[src/rtl/gpioPkg.sv]
package gpioPkg;
  localparam int PIN_W = 8;
  localparam int ADDR_W = 2;

  typedef enum logic [1:0] {
    RD_PORT  = 2'd0,
    RD_LATCH = 2'd1,
    RD_DIR   = 2'd2,
    RD_NONE  = 2'd3
  } rdSel_t;

  typedef struct packed {
    logic   latchWr;
    logic   dirWr;
    rdSel_t rdSel;
  } ctrlStrb_t;
endpackage

[src/rtl/gpioCtrl.sv]
module gpioCtrl
  import gpioPkg::*;
(
  input  logic [ADDR_W-1:0] addr,
  input  logic              wrEn,
  input  logic [3:0]        anaSel,
  input  logic              oscExt,
  input  logic [2:0]        segEn,
  output ctrlStrb_t         strb,
  output logic [PIN_W-1:0]  anaMask,
  output logic [PIN_W-1:0]  segMask,
  output logic [PIN_W-1:0]  oscMask
);
  always_comb begin
    strb.latchWr = wrEn && (addr == ADDR_W'(0) || addr == ADDR_W'(1));
    strb.dirWr   = wrEn && (addr == ADDR_W'(2));
    strb.rdSel   = rdSel_t'(addr);
  end

  always_comb begin
    case (anaSel)
      4'd0, 4'd1, 4'd2: anaMask = 8'h2F;
      4'd3:             anaMask = 8'h0F;
      4'd4:             anaMask = 8'h07;
      4'd5:             anaMask = 8'h03;
      4'd6:             anaMask = 8'h01;
      default:          anaMask = 8'h00;
    endcase
  end

  always_comb begin
    segMask    = '0;
    segMask[1] = segEn[0];
    segMask[4] = segEn[1];
    segMask[5] = segEn[2];
    oscMask    = {oscExt, oscExt, 6'b0};
  end
endmodule

[src/rtl/gpioDatapath.sv]
module gpioDatapath
  import gpioPkg::*;
#(
  parameter int SYNC_STAGES = 2
) (
  input  logic             clk,
  input  logic             rstN,
  input  ctrlStrb_t        strb,
  input  logic [PIN_W-1:0] wrData,
  input  logic [PIN_W-1:0] anaMask,
  input  logic [PIN_W-1:0] segMask,
  input  logic [PIN_W-1:0] oscMask,
  input  logic             puEn,
  input  logic [PIN_W-1:0] odEn,
  input  logic [PIN_W-1:0] padIn,
  output logic [PIN_W-1:0] rdData,
  output logic [PIN_W-1:0] padOut,
  output logic [PIN_W-1:0] padOe,
  output logic [PIN_W-1:0] padPu,
  output logic [PIN_W-1:0] padOd
);
  logic [PIN_W-1:0] latchQ, dirQ;
  logic [SYNC_STAGES-1:0][PIN_W-1:0] syncQ;
  logic [PIN_W-1:0] altMask, padMask, odAct;

  always_ff @(posedge clk or negedge rstN) begin
    if (!rstN) begin
      latchQ <= '0;
      dirQ   <= '1;
    end else begin
      if (strb.latchWr) latchQ <= wrData;
      if (strb.dirWr)   dirQ   <= wrData;
    end
  end

  genvar s;
  generate
    for (s = 0; s < SYNC_STAGES; s++) begin : gSync
      if (s == 0) begin : gFirst
        always_ff @(posedge clk or negedge rstN) begin
          if (!rstN) syncQ[0] <= '0;
          else       syncQ[0] <= padIn;
        end
      end else begin : gNext
        always_ff @(posedge clk or negedge rstN) begin
          if (!rstN) syncQ[s] <= '0;
          else       syncQ[s] <= syncQ[s-1];
        end
      end
    end
  endgenerate

  always_comb begin
    altMask = anaMask | segMask | oscMask;
    padMask = ~(segMask | oscMask);
    odAct   = odEn & padMask;
    padOut  = latchQ & ~odAct & padMask;
    padOe   = padMask & ~dirQ & ~(odAct & latchQ);
    padOd   = odAct;
    padPu   = {PIN_W{puEn}} & dirQ & ~altMask;
    case (strb.rdSel)
      RD_PORT:  rdData = syncQ[SYNC_STAGES-1] & ~altMask;
      RD_LATCH: rdData = latchQ & ~oscMask;
      RD_DIR:   rdData = dirQ & ~oscMask;
      default:  rdData = '0;
    endcase
  end

  AST_LATCH_WRITE: assert property (@(posedge clk) disable iff (!rstN)
    strb.latchWr |=> latchQ == $past(wrData));
  AST_PORT_ALT_ZERO: assert property (@(posedge clk) disable iff (!rstN)
    (strb.rdSel == RD_PORT) |-> ((rdData & altMask) == '0));
  AST_OSC_NO_DRIVE: assert property (@(posedge clk) disable iff (!rstN)
    oscMask[7] |-> (padOe[7:6] == 2'b00));
  AST_PU_INPUT_ONLY: assert property (@(posedge clk) disable iff (!rstN)
    ((padPu & ~dirQ) == '0));
  AST_OD_NO_HIGH: assert property (@(posedge clk) disable iff (!rstN)
    ((padOd & padOe & padOut) == '0));
endmodule

[src/rtl/muxGpioPort.sv]
module muxGpioPort
  import gpioPkg::*;
#(
  parameter int SYNC_STAGES = 2
) (
  input  logic              clk,
  input  logic              rstN,
  input  logic [ADDR_W-1:0] addr,
  input  logic              wrEn,
  input  logic [PIN_W-1:0]  wrData,
  output logic [PIN_W-1:0]  rdData,
  input  logic [3:0]        anaSel,
  input  logic              oscExt,
  input  logic [2:0]        segEn,
  input  logic              puEn,
  input  logic [PIN_W-1:0]  odEn,
  input  logic [PIN_W-1:0]  padIn,
  output logic [PIN_W-1:0]  padOut,
  output logic [PIN_W-1:0]  padOe,
  output logic [PIN_W-1:0]  padPu,
  output logic [PIN_W-1:0]  padOd
);
  ctrlStrb_t        strb;
  logic [PIN_W-1:0] anaMask, segMask, oscMask;

  gpioCtrl i_ctrl (
    .addr(addr), .wrEn(wrEn), .anaSel(anaSel), .oscExt(oscExt),
    .segEn(segEn), .strb(strb), .anaMask(anaMask), .segMask(segMask),
    .oscMask(oscMask)
  );

  gpioDatapath #(.SYNC_STAGES(SYNC_STAGES)) i_dp (
    .clk(clk), .rstN(rstN), .strb(strb), .wrData(wrData),
    .anaMask(anaMask), .segMask(segMask), .oscMask(oscMask),
    .puEn(puEn), .odEn(odEn), .padIn(padIn), .rdData(rdData),
    .padOut(padOut), .padOe(padOe), .padPu(padPu), .padOd(padOd)
  );
endmodule

[config.mk]
export PLATFORM = sky130hd
export DESIGN_NAME = muxGpioPort
export DESIGN_NICKNAME = d
export VERILOG_FILES = /design/src/rtl/gpioPkg.sv /design/src/rtl/gpioCtrl.sv /design/src/rtl/gpioDatapath.sv /design/src/rtl/muxGpioPort.sv
export SDC_FILE = /design/constraint.sdc
export NUM_CORES = 1
export LEC_CHECK = 0
export BUFFER_PORTS_ARGS = -buffer_cell sky130_fd_sc_hd__buf_4
export CORE_MARGIN = 3
export CORE_UTILIZATION = 36
export CTS_BUF_LIST = sky130_fd_sc_hd__clkbuf_8
export CTS_CLUSTER_SIZE = 30
export DETAILED_ROUTE_END_ITERATION = 8
export PLACE_DENSITY = 0.66
export SYNTH_ARGS = -nofsm -noshare
export SYNTH_HDL_FRONTEND = slang
export SYNTH_SLANG_ARGS = --single-unit
[constraint.sdc]
create_clock -name clk -period 1.3 [get_ports clk]
set_input_delay 0.13 -clock clk [delete_from_list [all_inputs] [get_ports clk]]
set_output_delay 0.13 -clock clk [all_outputs]
set_load 0.1 [all_outputs]
### Word-level counts from Yosys, hierarchy flattened

Cells that the tools add are included.

* bits in registers: 32
* bits in latches: 0
* memory bits (writable): 0
* memory bits (read-only): 0
* input bits: 38
* output and inout bits: 40
* word-level logic and storage cells: 40
* memories: 0

* $add $sub $neg: 0
* $mul: 0
* divide/modulo/power cells: 0
* order comparisons: 0
* equal/unequal tests: 8
* shift operators: 0
* muxes and demuxes: 2
* bitwise gates (word level): 20
* reduce and logical (&&, ||, !) cells: 6

Operators by type and width (count)
* $and 8x8->8: 11
* $not 8->8: 6
* $pmux 6 s5: 1
* $pmux 8 s3: 1
* $eq 4x3->1 const B: 3
* $eq 4x2->1 const B: 2
* $or 6x8->8: 1
* $or 8x8->8: 1
* $or 6x6->6: 1
* $eq 4x1->1 const B: 1
* $logic_not 4->1: 1
* $reduce_or 3->1: 1
* $eq 2x1->1 const B: 1
* $eq 2x2->1 const B: 1
* $logic_and 1x1->1: 2
* $logic_not 2->1: 1
* $logic_or 1x1->1: 1

### Depth between registers and ports, before layout

* depth in word-level cells: 8
* depth in mapped cells: 5
* mapped depth without buffers: 3

### Hierarchy

A second synthesis with hierarchy kept.

* cell total of the unflattened synthesis: 162
* area total of the unflattened synthesis: 1910.6 um^2

Modules (own cells, without submodules)
* gpioDatapath: instances 1, cells each 132, area each 1700.4 um^2, seq. area each 810.8 um^2
* gpioCtrl: instances 1, cells each 30, area each 210.2 um^2, seq. area each 0.0 um^2

### Worst setup path after synthesis

No wires, ideal clock.

* path type: register to output
* start: register i_dp.dirQ[4]
* end: output rdData[4]
* data arrival time: 2.717 ns
* data required time: 1.170 ns
* path slack: -1.547 ns
* cell stages (with the launch flop): 3
* buffers on the path: 0
* cell sequence: dfstp_2 > a22oi_1 > o21ai_0

* longest elaborated chain between the ends: 2

RTL lines
* start: declaration: RTL line gpioDatapath.sv:22 `logic [PIN_W-1:0] latchQ, dirQ;`
* start signal: assignment: RTL line gpioDatapath.sv:32 `if (strb.dirWr) dirQ <= wrData;`
* $and 8x8->8: RTL line gpioDatapath.sv:64 `RD_DIR: rdData = dirQ & ~oscMask;`
* $pmux 8 s3: RTL line gpioDatapath.sv:61 `case (strb.rdSel)`
* end: declaration: RTL line muxGpioPort.sv:11 `output logic [PIN_W-1:0] rdData,`

Every way passes these cells.

### Final worst setup path

* start: register i_dp.dirQ[6]
* end: output rdData[6]

Same word-level chain as after synthesis.

==> flow_metrics.env <==
export IMPL_status="finished, violations left"
export IMPL_violations="setup timing"
export IMPL_wl_per_cell_um=16.8
export IMPL_final_antenna_net_count=0
export IMPL_dr_pass1_iters=4
export IMPL_hold_viol_final=0
export IMPL_fin_skew_ps=9.40
export IMPL_ir_worst_vdd_v=0.00108
export IMPL_drive_gt1_share_pct=77.0
export IMPL_synth_seq_area_share_pct=53.6
export IMPL_maxCapViolCount=0
export IMPL_antenna_found_initial=0
export IMPL_clock_root_buffer="clkbuf_8"
export IMPL_grt_setup_unrepaired="true"
export IMPL_placedCellCount=256
export IMPL_synth_cell_types=29
export IMPL_hold_path_class="primary input to register"
export IMPL_power_leakage_uw=0.00141
export IMPL_critPathLaunchType="register"
export IMPL_num_rows=22
export IMPL_synth_area_leaders="dfrtp_1 (40%), dfstp_2 (14%), mux2_4 (7.9%)"
export IMPL_vias=1389
export IMPL_viasPerCell=4.91
export IMPL_syn_nets=167
export IMPL_drtIter0Drc=47
export IMPL_grt_max_degree=33
export IMPL_grt_pass1_wl_mm=7.52
export IMPL_fin_crit_sh_pct=121
export IMPL_fin_cells=283
export IMPL_grt_total_usage_pct=18.9
export IMPL_drv_slew=0
export IMPL_io_pins=78
export IMPL_final_net_count=272
export IMPL_worstMarginPinSlew_ps=387
export IMPL_htreeDepth=2
export IMPL_start_util_pct=39.3
export IMPL_dieWidth_um=70.9
export IMPL_end_kind="output pin"
export IMPL_slew_headroom_pct=74.2
export IMPL_grt_pass1_vias=1547
export IMPL_syn_area_per_cell_um2=11.7
export IMPL_worstPathArrival_ps=1440
export IMPL_port_buffers=77
export IMPL_coreArea_um2=3850
export IMPL_setup_tns_final_ps=-1980
export IMPL_final_util_pct=83.1
export IMPL_antenna_cells=0
export IMPL_layout_setup_ws_ps=-271
export IMPL_clk_path_buf_depth=2
export IMPL_area_delta_synth_final_pct=112
export IMPL_ys_warn_count=0
export IMPL_synth_seq_cells=32
export IMPL_drt_total_wl_mm=4.75
export IMPL_cts_tree="yes"
export IMPL_p_per_area_nw_per_um2=1340
export IMPL_yosysTopAreaCell="dfrtp_1"
export IMPL_fill_cells=209
export IMPL_path_class="register to output pin"
export IMPL_fmax_mhz=637
export IMPL_gpl_final_weighted_congestion=0.746
export IMPL_cts_sinks=32
export IMPL_cp_required_ps=1170
export IMPL_drc=0
export IMPL_syn_area_um2=1510
export IMPL_finalSetupViolCount=21
export IMPL_path_max_fanout=2
export IMPL_hpwl_mm=3.38
export IMPL_syn_inst=129
export IMPL_dieHeight_um=70.9
export IMPL_whs_ps=91.0
export IMPL_period_needed_ps=1570
export IMPL_die_area_um2=5020
export IMPL_cts_buffers=5
export IMPL_synth_top_area_share_pct=39.7
export IMPL_worst_skew_pair_late_latency_ps=280
export IMPL_cts_clk_slew_worst_paths_ps=70
export IMPL_globalRouteOverflowTotal=0
-- power breakdown --
group          switching, uW  total [uW]  internal [uW]
Sequential               120        1270           1150
Clock                    350         825            475
Combinational           1300        2200            904
-- worst max-delay path: stages (launching register included) --
cell     delay, ps
dfstp_2        540
mux2i_1         70
or2_4          240
a21oi_4        140
buf_12         190
-- worst paths after layout --
check                                    from             end  slack [ps]  cells after the start
worst max-delay path             i_dp.dirQ[6]       rdData[6]        -270                      4
worst min-delay path                wrData[5]    i_dp.dirQ[5]          90                      2
worst max register to register   i_dp.dirQ[7]    i_dp.dirQ[7]         250                      4
worst min register to register  i_dp.syncQ[5]  i_dp.syncQ[13]         340                      0
max in group asynchronous                rstN    i_dp.dirQ[7]         660                      2
min in group asynchronous                rstN  i_dp.syncQ[13]         310                      2
-- per-layer routing --
metal,vias up,track usage (%),share of wire [%]
met2,42,35.7,56
li1,656,-,-
met3,6,3.55,4.3
met1,685,21.9,38
met4,0,4.38,1.1
met5,-,0,0
-- logic make-up after synthesis --
family | Yosys count | synth area share (%)
muxes | 18 | 15.2
and+or+nand+nor | 47 | 17.5
AOI/OAI and AO/OA | 25 | 10.8
DFF | 32 | 53.6
buffers and inverters | 7 | 2.89
-- sequential cells by signal, indices dropped and copies added, names as in the netlist --
name and flops:
i_dp.latchQ 8, i_dp.dirQ 8, i_dp.syncQ 16
-- stage by stage --
| step | setup WS [ps] | area, um^2 | power (uW) |
|---|---|---|---|
| 6_report | -271 | 3200 | 4290 |
| 5_1_grt | -344 | 3200 | 4460 |
| 4_1_cts | -272 | 3110 | 4200 |
| 3_5_place_dp | -66.3 | 2480 | 3000 |
| 3_3_place_gp | -59.0 | 2480 | 2960 |
| 2_1_floorplan | -252 | 1820 | 2570 |
-- cells in the mapped netlist (all sizes together) --
cell type and number:
a22o 1, a31o 1, a211oi 5, dfstp 8, and2 1, and3 2
a22oi 4, mux2i 2, nor2b 10, a2bb2oi 1, and2b 1, nand2b 2
or2 3, nor3b 5, o21ai 5, a21o 2, nand2 13, nand3 1
buf 6, dfrtp 24, clkbuf 1, a21oi 6, nor2 7, and3b 2
mux2 16
-- area by class of cell --
class                           count  area (um^2)  share of cell area (%)
Timing Repair Buffer              105         1220                    38.2
Multi-Input combinational cell     90         1000                    31.3
Sequential cell                    32          817                    25.5
Clock buffer                        7         96.3                    3.01
Tap cell                           48         60.1                    1.88
Clock inverter                      1         3.75                   0.117
-- repair_timing --
item                                   in CTS  in global routing
endpoints found under the hold margin      32                  0
pin swaps                                   7                  5
resized for setup                          96                 20
hold buffers                                9                  0
buffers inserted                            7                  4
setup endpoints to repair                  30                 30
-- cells in the final DEF (no fill, tap or decap), drive strengths merged, types with 5 or more instances in the layout --
master and count:
dfstp 8, nor2b 10, buf 96, clkbuf 7
nand2 13, nor3b 5, mux2 16, dfrtp 24
o21ai 5, dlygate4sd3 9, a211oi 5, a21oi 6
nor2 7
Note: power is estimated with default switching activity, not from simulation.
